**src/rtl/ringFetchPkg.sv**
```systemverilog
package ringFetchPkg;
  // Control-to-datapath strobes for one cycle.
  typedef struct packed {
    logic push;      // load new indirect level
    logic pop;       // drop exhausted top level
    logic readIb;    // read from top indirect level
    logic readPrim;  // read from primary ring
    logic capture;   // latch returned memory word
  } fetchStrobe_t;

  // Datapath-to-control status.
  typedef struct packed {
    logic ibActive;     // at least one indirect level stacked
    logic ibDone;       // top indirect level fully read
    logic primPending;  // primary read pointer behind write pointer
    logic full;         // no free indirect level
  } fetchStatus_t;
endpackage

```
**src/rtl/ringFetchCtrl.sv**
```systemverilog
module ringFetchCtrl
  import ringFetchPkg::*;
(
  input  logic         clk,
  input  logic         rstN,
  input  fetchStatus_t st,
  input  logic         ibPushValid,
  input  logic         outReady,
  output fetchStrobe_t stb,
  output logic         outValid,
  output logic         ibOverflow
);
  typedef enum logic [1:0] {S_FETCH, S_WAIT, S_HOLD} fetchState_t;

  fetchState_t state, stateNext;

  always_comb begin
    stb       = '0;
    stateNext = state;
    stb.push  = ibPushValid && !st.full;
    unique case (state)
      S_FETCH: begin
        // A push cycle skips the fetch step so the stack changes once.
        if (!ibPushValid) begin
          if (st.ibActive) begin
            if (st.ibDone) begin
              stb.pop = 1'b1;
            end else begin
              stb.readIb = 1'b1;
              stateNext  = S_WAIT;
            end
          end else if (st.primPending) begin
            stb.readPrim = 1'b1;
            stateNext    = S_WAIT;
          end
        end
      end
      S_WAIT: begin
        stb.capture = 1'b1;
        stateNext   = S_HOLD;
      end
      S_HOLD: begin
        if (outReady) stateNext = S_FETCH;
      end
      default: stateNext = S_FETCH;
    endcase
  end

  always_ff @(posedge clk) begin
    if (!rstN) begin
      state      <= S_FETCH;
      ibOverflow <= 1'b0;
    end else begin
      state      <= stateNext;
      ibOverflow <= ibPushValid && st.full;
    end
  end

  assign outValid = (state == S_HOLD);
endmodule

```
**src/rtl/ringFetchPath.sv**
```systemverilog
module ringFetchPath
  import ringFetchPkg::*;
#(
  parameter int ADDR_W      = 32,
  parameter int DATA_W      = 32,
  parameter int PTR_W       = 16,
  parameter int LEN_W       = 16,
  parameter int SZ_W        = 4,
  parameter int STACK_DEPTH = 4
) (
  input  logic              clk,
  input  logic              rstN,
  input  fetchStrobe_t      stb,
  input  logic [ADDR_W-1:0] ringBase,
  input  logic [SZ_W-1:0]   ringSizeLog2,
  input  logic [PTR_W-1:0]  hostWptr,
  input  logic              wbEnable,
  input  logic [ADDR_W-1:0] wbAddr,
  input  logic [ADDR_W-1:0] ibPushBase,
  input  logic [LEN_W-1:0]  ibPushLen,
  input  logic [DATA_W-1:0] memRdData,
  output fetchStatus_t      st,
  output logic              memRdEn,
  output logic [ADDR_W-1:0] memRdAddr,
  output logic [DATA_W-1:0] outData,
  output logic              wbValid,
  output logic [ADDR_W-1:0] wbAddrOut,
  output logic [PTR_W-1:0]  wbRptr
);
  localparam int LVL_W = $clog2(STACK_DEPTH + 1);
  localparam int IDX_W = (STACK_DEPTH > 1) ? $clog2(STACK_DEPTH) : 1;

  logic [LVL_W-1:0]  depth;
  logic [IDX_W-1:0]  topIdx;
  logic [ADDR_W-1:0] lvlBase [STACK_DEPTH];
  logic [LEN_W-1:0]  lvlOff  [STACK_DEPTH];
  logic [LEN_W-1:0]  lvlLen  [STACK_DEPTH];

  logic [PTR_W-1:0]  rptr, rptrNext, ringMask, wptrMasked;
  logic [SZ_W:0]     shAmt;

  // Ring length in dwords is 2^(code+3); mask is that minus one.
  assign shAmt      = {1'b0, ringSizeLog2} + (SZ_W+1)'(3);
  assign ringMask   = (PTR_W'(1) << shAmt) - PTR_W'(1);
  assign wptrMasked = hostWptr & ringMask;
  assign rptrNext   = (rptr + PTR_W'(1)) & ringMask;
  assign topIdx     = IDX_W'(depth - LVL_W'(1));

  // One register set per stack level.
  for (genvar g = 0; g < STACK_DEPTH; g++) begin : gLevel
    logic [ADDR_W-1:0] baseQ;
    logic [LEN_W-1:0]  offQ, lenQ;
    always_ff @(posedge clk) begin
      if (!rstN) begin
        baseQ <= '0;
        offQ  <= '0;
        lenQ  <= '0;
      end else if (stb.push && depth == LVL_W'(g)) begin
        baseQ <= ibPushBase;
        offQ  <= '0;
        lenQ  <= ibPushLen;
      end else if (stb.readIb && topIdx == IDX_W'(g)) begin
        offQ  <= offQ + LEN_W'(1);
      end
    end
    assign lvlBase[g] = baseQ;
    assign lvlOff[g]  = offQ;
    assign lvlLen[g]  = lenQ;
  end

  always_ff @(posedge clk) begin
    if (!rstN) begin
      depth     <= '0;
      rptr      <= '0;
      outData   <= '0;
      wbValid   <= 1'b0;
      wbAddrOut <= '0;
      wbRptr    <= '0;
    end else begin
      if (stb.push)         depth <= depth + LVL_W'(1);
      else if (stb.pop)     depth <= depth - LVL_W'(1);
      if (stb.readPrim)     rptr <= rptrNext;
      if (stb.capture)      outData <= memRdData;
      wbValid <= stb.readPrim && wbEnable;
      if (stb.readPrim) begin
        wbRptr    <= rptrNext;
        wbAddrOut <= wbAddr;
      end
    end
  end

  assign st.ibActive    = (depth != '0);
  assign st.ibDone      = (lvlOff[topIdx] == lvlLen[topIdx]);
  assign st.primPending = (rptr != wptrMasked);
  assign st.full        = (depth == LVL_W'(STACK_DEPTH));

  assign memRdEn   = stb.readIb || stb.readPrim;
  assign memRdAddr = stb.readIb ? lvlBase[topIdx] + ADDR_W'(lvlOff[topIdx])
                                : ringBase + ADDR_W'(rptr);
endmodule

```
**src/rtl/ringIbFetcher.sv**
```systemverilog
module ringIbFetcher
  import ringFetchPkg::*;
#(
  parameter int ADDR_W      = 32,
  parameter int DATA_W      = 32,
  parameter int PTR_W       = 16,
  parameter int LEN_W       = 16,
  parameter int SZ_W        = 4,
  parameter int STACK_DEPTH = 4
) (
  input  logic              clk,
  input  logic              rstN,
  input  logic [ADDR_W-1:0] ringBase,
  input  logic [SZ_W-1:0]   ringSizeLog2,
  input  logic [PTR_W-1:0]  hostWptr,
  input  logic              wbEnable,
  input  logic [ADDR_W-1:0] wbAddr,
  input  logic              ibPushValid,
  input  logic [ADDR_W-1:0] ibPushBase,
  input  logic [LEN_W-1:0]  ibPushLen,
  output logic              memRdEn,
  output logic [ADDR_W-1:0] memRdAddr,
  input  logic [DATA_W-1:0] memRdData,
  output logic              outValid,
  input  logic              outReady,
  output logic [DATA_W-1:0] outData,
  output logic              ibOverflow,
  output logic              wbValid,
  output logic [ADDR_W-1:0] wbAddrOut,
  output logic [PTR_W-1:0]  wbRptr
);
  fetchStrobe_t stb;
  fetchStatus_t st;

  ringFetchCtrl u_ctrl (
    .clk        (clk),
    .rstN       (rstN),
    .st         (st),
    .ibPushValid(ibPushValid),
    .outReady   (outReady),
    .stb        (stb),
    .outValid   (outValid),
    .ibOverflow (ibOverflow)
  );

  ringFetchPath #(
    .ADDR_W(ADDR_W), .DATA_W(DATA_W), .PTR_W(PTR_W),
    .LEN_W(LEN_W), .SZ_W(SZ_W), .STACK_DEPTH(STACK_DEPTH)
  ) u_path (
    .clk         (clk),
    .rstN        (rstN),
    .stb         (stb),
    .ringBase    (ringBase),
    .ringSizeLog2(ringSizeLog2),
    .hostWptr    (hostWptr),
    .wbEnable    (wbEnable),
    .wbAddr      (wbAddr),
    .ibPushBase  (ibPushBase),
    .ibPushLen   (ibPushLen),
    .memRdData   (memRdData),
    .st          (st),
    .memRdEn     (memRdEn),
    .memRdAddr   (memRdAddr),
    .outData     (outData),
    .wbValid     (wbValid),
    .wbAddrOut   (wbAddrOut),
    .wbRptr      (wbRptr)
  );
endmodule

```
**config.mk**
```make
export PLATFORM = sky130hd
export DESIGN_NAME = ringIbFetcher
export DESIGN_NICKNAME = d
export VERILOG_FILES = /design/src/rtl/ringFetchPkg.sv /design/src/rtl/ringFetchCtrl.sv /design/src/rtl/ringFetchPath.sv /design/src/rtl/ringIbFetcher.sv
export SDC_FILE = /design/constraint.sdc
export NUM_CORES = 1
export LEC_CHECK = 0
export BUFFER_PORTS_ARGS = -buffer_cell sky130_fd_sc_hd__buf_2
export CAP_MARGIN = 25
export CELL_PAD_IN_SITES_DETAIL_PLACEMENT = 0
export CELL_PAD_IN_SITES_GLOBAL_PLACEMENT = 1
export CORE_ASPECT_RATIO = 0.6
export CORE_MARGIN = 5
export CORE_UTILIZATION = 43
export DETAILED_ROUTE_END_ITERATION = 7
export PLACE_DENSITY = 0.8
export SLEW_MARGIN = 10
export SYNTH_ARGS = -nofsm -noshare
export SYNTH_HDL_FRONTEND = slang
export SYNTH_SLANG_ARGS = --single-unit
```
**constraint.sdc**
```tcl
create_clock -name clk -period 7.6 [get_ports clk]
set_clock_uncertainty 0.1 [all_clocks]
set_input_delay 1.14 -clock clk [delete_from_list [all_inputs] [get_ports clk]]
set_output_delay 1.14 -clock clk [all_outputs]
set_load 0.01 [all_outputs]
```
==> results.md <==
* Core box area at 41800 um2
* Arr. time, crit path at 5.27 ns
* Clock Latency Late Sink at 0.53 ns
* Minimum clock period after layout at 6.505 ns
* Reg clk slew, reported paths at 0.06 ns
* P_leak at 0.008205 uW
* Peak Freq at 153.7 MHz
* Final WL at 59300 um
* CTS root buffer: clkbuf_16
* Clock tree from TritonCTS: done
* Post-synth top flop: dfxtp_1
* Largest net degree at the start of global routing at 138
* Vias in the first global route at 15030
* Synth Area in Simple Gates at 0.2232
* Die height at 169.1 um
* Status: finished, final reports clean
* Antenna-violating nets left at 0
* Synth Area in Adders at 0.03324
* Min Hold Slack at 0.3615 ns
* Mapped Cells at 2104
* Critical-path top delay cell: mux4_2
* Hold Buf Count CTS at 0
* Multiplexer share of the synthesized area at 0.1092
* Sequential area share after synthesis at 0.3785
* Worst path required time at 6.36 ns
* VDD IR max at 0.1580 mV
* Layout cell share with drive strength beyond 1 at 0.1878
* Final period util at 0.8559
* Hold path depth at 2
* Mapped Avg Cell Area at 8.623 um2
* Flop-to-flop setup slack at 3.19 ns
* Clk sinks at 343
* Fin. Hold Viols at 0
* Layout Area Growth over Synthesis at 16.88%
* Synth warnings at 0
* Via density at 5.544
* Post_cts resized at 0
* Layout Cells excl Fill at 2904
* Critical hold path startpoint: u_path.gLevel[1].baseQ[18]
* I/O Buffers at 284
* I/O pins at 285
* First-pass GRT wire length at 90290 um
* Setup TNS at 0 ns
* Post-synthesis xor/xnor area fraction at 0.06710
* Mapped Area at 18140 um2
* 1st-pass router iterations at 5
* Worst-margin pin slew at 0.9360 ns
* R2r worst-path depth at 12
* RSZ-0062 raised after global routing: false
* Critical-path cell list: inv_1 > ha_4 > buf_4 > mux4_2 > ha_1 > a211oi_1 > o211ai_1 > a31oi_1 > a21oi_1 > o21ai_1 > a21oi_1 > a31o_2 > a31oi_1 > buf_2
* Grt total ovfl at 0
* Post-synthesis compound-gate area fraction at 0.1534
* Overall routing resource usage at 0.2453
* CTS buffer count at 35
* Most common cell after layout, fill and taps aside: nand2_1
* Placed cell count at 2843
* Startpoint Class: flip-flop
* Post-synth EDFFs at 0
* Yosys cell types at 67
* Drt wl/cell at 20.42 um
* Routability cong. at 0.9353
* CP bufs+invs at 3
* Max-slew violations at 0
* Final setup vio count at 0
* Crit end category: primary output
* Die boundary width at 275.2 um
* Initial core utilization at 0.4340
* Max_cap viols at 0
* WHS Endpoint: u_path.gLevel[1].baseQ[18]
* CP top delay family: compound AO/OA/AOI/OAI gates
* Fin nets at 2528
* Critical path type: reg2out
* Clk buf depth at 3
* Die Area at 46530 um2
* Setup Buffers After CTS at 0
* Pwr Density at 282.4 nW/um2
* Slew HR at 0.3760
* Reg-to-Reg Start: u_path.depth[1]
* Hold Crit Class: reg2reg
* Async SR Flop Fraction at 0
* Largest family of logic cells by synthesized area: simple AND/OR/NAND/NOR gates
* Commonest non-fill, non-tap cells in the layout: 533 x nand2_1, 342 x dfxtp_1, 284 x buf_2
* R2R Path End: u_path.gLevel[3].offQ[1]
* Crit-path max cell delay at 0.61 ns
* Residual DRC at 0
* Routed via count at 16100
* Detail Placement HPWL at 42370 um
* Peak fanout along the critical path at 30
* Initial antenna violation count at 3
* Drt initial violations at 1447
* Yosys reg bits at 343
* Row count at 58
* H-Tree Depth at 2
[worst max-delay path by stage]
stage,slack [ns],start,depth (start not counted),endpoint
after floorplan,0.62,u_path.depth[0],21,memRdAddr[27]
after global placement,1.50,u_path.depth[1],15,memRdAddr[26]
after detailed placement,1.59,u_path.depth[1],14,memRdAddr[31]
after CTS,1.02,u_path.depth[1],14,memRdAddr[31]
after global routing,0.59,u_path.depth[1],14,memRdAddr[27]
final,1.09,u_path.depth[1],14,memRdAddr[31]
[flip-flops by register name, summed over array words and instances, names as in the netlist, 2 cells and up]
register             cells
u_path.gLevel.lenQ      64
u_path.outData          32
u_path.gLevel.baseQ    128
u_path.depth             3
u_ctrl.state             2
u_path.wbRptr           16
u_path.gLevel.offQ      64
u_path.wbAddrOut        32
[cell type report]
type,count,area (um2)
antenna,2,5.005
clock buffer,46,957.2
clock inverter,11,277.8
fill,4014,20600
inverter,20,75.07
multi-input combinational,1607,10690
sequential,343,6868
tap,570,713.2
timing repair buffer,305,1615
[cells in the mapped netlist (36+ instances only)]
cell	n	area (um2)
clkbuf_1	97	364.1
nor2_1	110	412.9
nand4_1	39	244.0
mux2i_1	54	540.5
xor2_1	76	665.6
dfxtp_1	343	6867
xnor2_1	63	551.8
mux4_2	63	1419
nand3_1	54	270.3
nand2_1	537	2016
ha_1	45	563.0
nor2b_1	41	256.5
o21ai_0	36	180.2
a21boi_0	235	1764
[layer usage]
layer,part of all wire,vias up,global-route usage
met4,0.014,2,0.04187
met3,0.094,56,0.06234
met2,0.42,616,0.3566
met5,0.00022,-,0
met1,0.47,7743,0.3725
li1,-,7684,-
[where the power goes]
| part | internal [uW] | leakage (uW) | switching, uW |
|---|---|---|---|
| Clock | 1160 | 0.000599 | 744 |
| Sequential | 1990 | 0.00278 | 112 |
| Combinational | 746 | 0.00483 | 1240 |
| Total | 3900 | 0.00820 | 2090 |
[metrics by stage]
stage / setup slack (ns) / power [uW] / cell area (um2) / util
2_1_floorplan: 0.6209 / 3454 / 18150 / -
3_3_place_gp: 1.496 / 4100 / 19920 / 0.4767
3_5_place_dp: 1.594 / 4136 / 19930 / 0.4768
4_1_cts: 1.016 / 6040 / 21160 / 0.5063
5_1_grt: 0.5888 / 6315 / 21200 / 0.5072
6_report: 1.095 / 5987 / 21200 / 0.5073
[cell families after synthesis]
logic type / Yosys count
DFF: 343
adders and majority gates: 47
other: 1
buffers and inverters: 155
AOI/OAI and AO/OA: 394
and+or+nand+nor: 906
xor gates and xnor gates: 139
muxes: 119
[tightest hold or removal path: stages (launching register included)]
cell and delay (ns):
dfxtp_1 0.30, nand2_1 0.05, a21boi_0 0.06
Note: power is estimated with default switching activity, not from simulation.
